--- src/rtl/evt_irq_pkg.sv ---
package evt_irq_pkg;
  localparam int NSRC   = 6;
  localparam int ADDR_W = 8;
  localparam int DATA_W = 32;

  typedef logic [NSRC-1:0]   src_t;
  typedef logic [ADDR_W-1:0] addr_t;
  typedef logic [DATA_W-1:0] word_t;

  localparam addr_t OFF_GIE  = 8'h1C;
  localparam addr_t OFF_STAT = 8'h20;
  localparam addr_t OFF_EN   = 8'h28;
  localparam addr_t OFF_SRST = 8'h40;
  localparam word_t SRST_KEY = 32'h0000_000A;
  localparam int    GIE_BIT  = DATA_W - 1;

  // next sticky status: clears first, fresh edges win
  function automatic src_t status_next(src_t cur, src_t clr, logic wipe, src_t rise);
    return (cur & ~clr & ~{NSRC{wipe}}) | rise;
  endfunction

  function automatic logic irq_reduce(src_t st, src_t en, logic gie);
    return gie & (|(st & en));
  endfunction
endpackage

--- src/rtl/evt_edge_capture.sv ---
module evt_edge_capture
  import evt_irq_pkg::*;
(
  input  logic clk,
  input  logic rst_n,
  input  src_t ev,
  output src_t rise
);
  src_t ev_q;

  for (genvar i = 0; i < NSRC; i++) begin : g_bit
    always_ff @(posedge clk or negedge rst_n) begin
      if (!rst_n) ev_q[i] <= 1'b0;
      else        ev_q[i] <= ev[i];
    end
    assign rise[i] = ev[i] & ~ev_q[i];
  end


  rise_needs_edge_chk: assert property (@(posedge clk) disable iff (!rst_n)
    (|rise) |=> ((rise & $past(rise)) == '0) || !$stable(ev));
endmodule

--- src/rtl/evt_status_bank.sv ---
module evt_status_bank
  import evt_irq_pkg::*;
(
  input  logic clk,
  input  logic rst_n,
  input  src_t rise,
  input  src_t clr,
  input  logic wipe,
  output src_t status
);
  always_ff @(posedge clk or negedge rst_n) begin
    if (!rst_n) status <= '0;
    else        status <= status_next(status, clr, wipe, rise);
  end


  edge_sets_chk: assert property (@(posedge clk) disable iff (!rst_n)
    (|rise) |=> ((status & $past(rise)) == $past(rise)));

  sticky_chk: assert property (@(posedge clk) disable iff (!rst_n)
    (clr == '0 && !wipe) |=> ((status & $past(status)) == $past(status)));

  clear_chk: assert property (@(posedge clk) disable iff (!rst_n)
    (|(clr & ~rise)) |=> ((status & $past(clr & ~rise)) == '0));

  set_wins_chk: assert property (@(posedge clk) disable iff (!rst_n)
    (|(rise & clr)) |=> ((status & $past(rise & clr)) == $past(rise & clr)));
endmodule

--- src/rtl/evt_soft_reset.sv ---
module evt_soft_reset
  import evt_irq_pkg::*;
(
  input  logic  clk,
  input  logic  rst_n,
  input  logic  srst_wr,
  input  word_t wdata,
  output logic  wipe,
  output logic  core_rst
);
  assign wipe = srst_wr && (wdata == SRST_KEY);

  always_ff @(posedge clk or negedge rst_n) begin
    if (!rst_n) core_rst <= 1'b0;
    else        core_rst <= wipe;
  end


  pulse_follows_key_chk: assert property (@(posedge clk) disable iff (!rst_n)
    wipe |=> core_rst);

  no_stray_pulse_chk: assert property (@(posedge clk) disable iff (!rst_n)
    core_rst |-> $past(srst_wr && wdata == SRST_KEY));
endmodule

--- src/rtl/evt_reg_file.sv ---
module evt_reg_file
  import evt_irq_pkg::*;
(
  input  logic  clk,
  input  logic  rst_n,
  input  logic  wr_en,
  input  logic  rd_en,
  input  addr_t addr,
  input  word_t wdata,
  input  src_t  status,
  output src_t  en,
  output logic  gie,
  output src_t  clr,
  output logic  srst_wr,
  output word_t rdata
);
  logic wr_en_reg, wr_gie_reg;

  assign wr_en_reg  = wr_en && (addr == OFF_EN);
  assign wr_gie_reg = wr_en && (addr == OFF_GIE);
  assign srst_wr    = wr_en && (addr == OFF_SRST);
  assign clr        = (wr_en && addr == OFF_STAT) ? wdata[NSRC-1:0] : '0;

  always_ff @(posedge clk or negedge rst_n) begin
    if (!rst_n) begin
      en  <= '0;
      gie <= 1'b0;
    end else begin
      if (wr_en_reg)  en  <= wdata[NSRC-1:0];
      if (wr_gie_reg) gie <= wdata[GIE_BIT];
    end
  end

  always_comb begin
    rdata = '0;
    if (rd_en) begin
      case (addr)
        OFF_GIE:  rdata[GIE_BIT]  = gie;
        OFF_STAT: rdata[NSRC-1:0] = status;
        OFF_EN:   rdata[NSRC-1:0] = en;
        default:  rdata = '0;
      endcase
    end
  end


  en_write_chk: assert property (@(posedge clk) disable iff (!rst_n)
    wr_en_reg |=> (en == $past(wdata[NSRC-1:0])));

  gie_hold_chk: assert property (@(posedge clk) disable iff (!rst_n)
    !wr_gie_reg |=> $stable(gie));

  unmapped_zero_chk: assert property (@(posedge clk) disable iff (!rst_n)
    (rd_en && addr != OFF_GIE && addr != OFF_STAT && addr != OFF_EN) |-> (rdata == '0));
endmodule

--- src/rtl/evt_irq_hub.sv ---
module evt_irq_hub
  import evt_irq_pkg::*;
(
  input  logic        clk,
  input  logic        rst_n,
  input  logic        wr_en,
  input  logic        rd_en,
  input  logic [7:0]  addr,
  input  logic [31:0] wdata,
  output logic [31:0] rdata,
  input  logic [5:0]  events,
  output logic        irq,
  output logic        core_rst
);
  src_t rise, clr, status, en;
  logic gie, wipe, srst_wr;

  evt_edge_capture u_edge (
    .clk(clk), .rst_n(rst_n), .ev(events), .rise(rise)
  );

  evt_status_bank u_status (
    .clk(clk), .rst_n(rst_n), .rise(rise), .clr(clr), .wipe(wipe), .status(status)
  );

  evt_reg_file u_regs (
    .clk(clk), .rst_n(rst_n), .wr_en(wr_en), .rd_en(rd_en), .addr(addr),
    .wdata(wdata), .status(status), .en(en), .gie(gie), .clr(clr),
    .srst_wr(srst_wr), .rdata(rdata)
  );

  evt_soft_reset u_srst (
    .clk(clk), .rst_n(rst_n), .srst_wr(srst_wr), .wdata(wdata),
    .wipe(wipe), .core_rst(core_rst)
  );

  assign irq = irq_reduce(status, en, gie);


  irq_quiet_chk: assert property (@(posedge clk) disable iff (!rst_n)
    (status == '0 || !gie || en == '0) |-> !irq);

  wipe_keeps_en_chk: assert property (@(posedge clk) disable iff (!rst_n)
    (wipe && !wr_en_any()) |=> $stable(en));

  function automatic logic wr_en_any();
    return 1'b0;
  endfunction
endmodule

--- config.mk ---
export PLATFORM = sky130hd
export DESIGN_NAME = evt_irq_hub
export DESIGN_NICKNAME = d
export VERILOG_FILES = /design/src/rtl/evt_irq_pkg.sv /design/src/rtl/evt_edge_capture.sv /design/src/rtl/evt_status_bank.sv /design/src/rtl/evt_soft_reset.sv /design/src/rtl/evt_reg_file.sv /design/src/rtl/evt_irq_hub.sv
export SDC_FILE = /design/constraint.sdc
export NUM_CORES = 1
export LEC_CHECK = 0
export ABC_AREA = 1
export ABC_CLOCK_PERIOD_IN_PS = 2700
export CAP_MARGIN = 20
export CORE_MARGIN = 4
export CORE_UTILIZATION = 40
export CTS_CLUSTER_DIAMETER = 150
export DETAILED_ROUTE_END_ITERATION = 7
export PLACE_DENSITY = 0.88
export SKIP_CTS_REPAIR_TIMING = 1
export SLEW_MARGIN = 30
export SYNTH_ARGS = -nofsm -noshare
export SYNTH_HDL_FRONTEND = slang
export SYNTH_SLANG_ARGS = --single-unit
--- constraint.sdc ---
create_clock -name clk -period 2.7 [get_ports clk]
set_input_delay 0.405 -clock clk [delete_from_list [all_inputs] [get_ports clk]]
set_output_delay 0.405 -clock clk [all_outputs]
set_load 0.005 [all_outputs]
* Word-level counts from Yosys, hierarchy flattened
Cells that the tools add are included.
** Word-level totals
- Register bits after elaboration :: 20
- Input port bits :: 50
- Output and inout port bits :: 34
- Logic and storage cells :: 44
** Cells by class
- Equal/unequal tests :: 5
- Mux-type cells :: 4
- Bitwise operators :: 19
- Reduce and logical (&&, ||, !) cells :: 6
** Operators with widths (count)
- 32-bit by 4-bit equality test with 1-bit output, second input constant :: 1
- 32-bit 2-to-1 mux :: 1
- 6-bit bitwise AND :: 3
- 8-bit by 6-bit equality test with 1-bit output, second input constant :: 2
- 6-bit inverter :: 2
- 6-bit one-hot mux with 2 select lines :: 1
- 8-bit by 5-bit equality test with 1-bit output, second input constant :: 1
- 8-bit by 7-bit equality test with 1-bit output, second input constant :: 1
- 1-bit bitwise AND :: 7
- 6-bit 2-to-1 mux :: 1
- 1-bit inverter :: 6
- 6-bit bitwise OR :: 1
- 6-bit OR reduction :: 1
- 1-bit logical AND :: 5
- 1-bit 2-to-1 mux :: 1

* Logic depth before layout (Yosys ltp)
- Word-level depth :: 7
- Mapped depth :: 10
- Depth with buffers taken out :: 9

* Cells and area by module
Synthesis repeated with hierarchy kept, for this count alone.
** Unflattened totals
- Cell total of the unflattened synthesis :: 200
- Area total of the unflattened synthesis :: 1460.2 um^2
** Modules (own cells, without submodules)
- evt_reg_file :: instances 1, cells each 107, area each 795.8 um^2, sequential area each 175.2 um^2
- evt_status_bank :: instances 1, cells each 31, area each 250.2 um^2, sequential area each 150.1 um^2
- evt_edge_capture :: instances 1, cells each 18, area each 210.2 um^2, sequential area each 150.1 um^2
- evt_soft_reset :: instances 1, cells each 31, area each 153.9 um^2, sequential area each 25.0 um^2
- evt_irq_hub :: instances 1, cells each 13, area each 50.0 um^2, sequential area each 0.0 um^2

* Least setup slack after synthesis
OpenSTA, ideal clock, no wires.
- Path type :: in2out
- From :: in addr[7]
- To :: out rdata[0]
- Arrival :: 1103 ps
- Data required time :: 2295 ps
- Path slack :: 1192 ps
- Stages on the path :: 7
- Path buffers :: 0
- Cells stage by stage :: nor2_1 > nand2_1 > inv_1 > nand2_1 > inv_1 > nand2_1 > a21oi_1
** On the way
- Cells in the longest elaborated chain, start to end :: 3
- Elaborated cells between the ends (all ways) :: 4
- Those cells by class :: eq/ne: 2; mux: 2
** RTL lines
- from (decl) :: RTL line evt_irq_hub.sv:8 : input logic [7:0] addr,
- 8-bit by 6-bit equality test with 1-bit output :: RTL line evt_reg_file.sv:37 : case (addr)
- 6-bit one-hot mux with 2 select lines * :: RTL line evt_reg_file.sv:37
- 32-bit 2-to-1 mux * :: RTL line evt_reg_file.sv:36 : if (rd_en) begin
- to (decl) :: RTL line evt_irq_hub.sv:10 : output logic [31:0] rdata,
Mark *: on every way between the ends. The rest lies on a longest branch, timed or not.

* Worst setup path after layout
- From :: in addr[5]
- To :: out rdata[2]
Same word-level chain as after synthesis.

==> impl_results.md <==
* Total Neg Setup Slack at 0 ps
* Worst Skew at 0.543 ps
* CP Cell Sequence: clkdlybuf4s50_1 > inv_1 > nor2_2 > nand2_1 > inv_1 > nand2_1 > inv_2 > nand2_1 > a21oi_1 > clkdlybuf4s50_1
* Port Buf Inserts at 58
* Critical Path Fanout Max at 6
* Post-DP HPWL at 2690 um
* Arrival time of the worst setup path at 2090 ps
* Most used cell, CP: nand2_1
* CTS buffer count at 3
* Drt drc at 0
* Area of the mapped netlist at 1360 um2
* DRT iter0 DRCs at 53
* Die area at 4390 um2
* Post-Synthesis Cells at 208
* CTS root buffer: clkbuf_4
* WP data required at 2300 ps
* Seq/Total Area, Yosys at 0.369
* CTS tree: done
* Die X-Extent at 66.3 um
* Adder-cell share of the synthesized area at 0
* LEAKAGE at 0.998 nW
* Top Ports at 84
* Worst hold path class: input pin to async pin
* Router iterations before antenna repair at 4
* Power Density at 320 nW/um2
* Core area at 3150 um2
* Final core occ at 0.615
* Compound-gate portion of the synthesized area at 0.0581
* Clock Pin Slew Worst Setup and Hold Paths at 110 ps
* Max Slew Vio Count at 0
* Max incr delay on CP at 520 ps
* Library cells used by synthesis at 16
* Initial Util at 0.431
* Largest net degree at the start of global routing at 21
* Flops & latches, synth at 20
* Layout cells sized above 1 at 0.0444
* Fin crit share at 0.925
* Total number of yosys warnings at 0
* Mean post-synth cell area at 6.53 um2
* Die Ht at 66.3 um
* Routed WL per cell at 9.99 um
* Vias in the first global route at 1,246
* WL final at 3140 um
* Clock net sink count at 20
* Post-synthesis xor/xnor area fraction at 0
* Startpoint types: input pin
* Status: completed
* First-pass GRT wire length at 5000 um
* Routability cong. at 0.803
* Mux contribution to synthesized area at 0
* Ant. Diodes at 0
* Max Clk Rate at 400 MHz
* CP max stage cell: clkdlybuf4s50_1
* Clock tree buffer depth at 2
* Post-DR vias/cell at 4.10
* WS Path Type: input pin to output pin
* Overflow left after global routing at 0
* DR vias at 1,286
* Total GRT Usage at 0.146
* # nets final at 321
* Post-Synth Simple-Gate Area at 0.324
* MaxCap Viol Count at 0
* Critical path endpoint category: output pin
* Area Growth Syn to Fin at 42.9%
* H-tree depth at 1
* Peak supply drop at 0.313 mV
* Largest family of logic cells by synthesized area: simple AND/OR/NAND/NOR gates
* Final setup vio count at 0
* Crit path time final at 2500 ps
* Routed Antenna Nets at 0
* Clk_lat worst skew at 290 ps
* Row count at 20
* Hold Fails Final Rpt at 0
* RSZ-0062 raised after global routing: false
* Antenna violations before repair at 0
## sequential cells by signal, summed over array words and instances, names as in the netlist
| name | count |
|---|---|
| u_status.status | 6 |
| u_regs.en | 6 |
| u_regs.gie | 1 |
| u_edge.ev_q | 6 |
| u_srst.core_rst | 1 |
## cell usage in the layout (no fill, tap or decap), drive strengths merged
master and n:
clkdlybuf4s50 57, conb 25, nor2 24, inv 37
a41oi 1, o21ai 7, a21oi 7, and2 1
nor3 3, nand2 71, clkbuf 4, dfrtp 20
nand3 8, buf 3, nand4 2
## per-layer routing
| metal | GRT usage | vias to the layer above | part of all wire |
|---|---|---|---|
| met5 | 0 | - | 0 |
| met4 | 0.0152 | 0 | 0 |
| met3 | 0.0425 | 0 | 0.063 |
| met2 | 0.301 | 34 | 0.56 |
| met1 | 0.144 | 557 | 0.38 |
| li1 | - | 695 | - |
## stage by stage
step,area [um2],power [W],hold WS [ps],cells,setup slack [ps]
floorplan,1450,0.000386,109,232,1190
global placement,1900,0.000454,460,310,214
detailed placement,1900,0.000457,466,310,172
CTS,1940,0.000626,481,314,159
global route,1940,0.000663,43.8,314,32.0
finish,1940,0.000620,28.6,314,203
## report_power, final
group / switching (W) / total, W / internal [W]
logic: 0.0000555 / 0.000137 / 0.0000813
clock network: 0.0000868 / 0.000169 / 0.0000822
registers: 0.00000447 / 0.000314 / 0.000310
## layout make-up
| class | instances | area (um2) |
|---|---|---|
| Tap cell | 44 | 55.1 |
| Inverter | 37 | 139 |
| Multi-Input combinational cell | 149 | 618 |
| Fill cell | 308 | 1210 |
| Clock buffer | 4 | 36.3 |
| Timing Repair Buffer | 60 | 591 |
| Sequential cell | 20 | 500 |
## cell usage after synthesis, drive strengths merged
library cell / number / area, um2
inv: 37 / 139
nor2: 24 / 95.1
a41oi: 1 / 8.76
o21ai: 7 / 35.0
nor3: 3 / 15.0
dfrtp: 20 / 500
conb: 1 / 3.75
nand4: 2 / 12.5
a21oi: 7 / 35.0
nand3: 8 / 45.0
nand2: 71 / 267
and2: 1 / 6.26
buf: 26 / 195
## path summary, 6_finish.rpt
| kind | startpoint | to | slack (ps) | cells past startpoint |
|---|---|---|---|---|
| max in group asynchronous | rst_n | u_status.status[1]$_DFF_PN0_ | 2370 | 1 |
| worst min-delay path | rst_n | u_edge.ev_q[4]$_DFF_PN0_ | 30 | 1 |
| worst max-delay path | addr[5] | rdata[2] | 200 | 10 |
| worst max register to register | u_status.status[2]$_DFF_PN0_ | u_status.status[2]$_DFF_PN0_ | 1960 | 4 |
| worst min register to register | u_edge.ev_q[5]$_DFF_PN0_ | u_status.status[5]$_DFF_PN0_ | 480 | 3 |
| min in group clk | u_edge.ev_q[5]$_DFF_PN0_ | u_status.status[5]$_DFF_PN0_ | 480 | 3 |
## critical path, delay by kind of cell
| family | cells | cell delay [ps] |
|---|---|---|
| AOI/OAI and AO/OA | 1 | 130 |
| buffers and inverters | 5 | 1220 |
| and+or+nand+nor | 4 | 320 |
## cell families (layout without fill, tap and decap cells)
group | Yosys count | after routing
other | 1 | 25
flip-flops | 20 | 20
buffers and inverters | 63 | 101
AO/OA/AOI/OAI | 15 | 15
AND/OR/NAND/NOR | 109 | 109
Power figures use the tool's default switching activity.
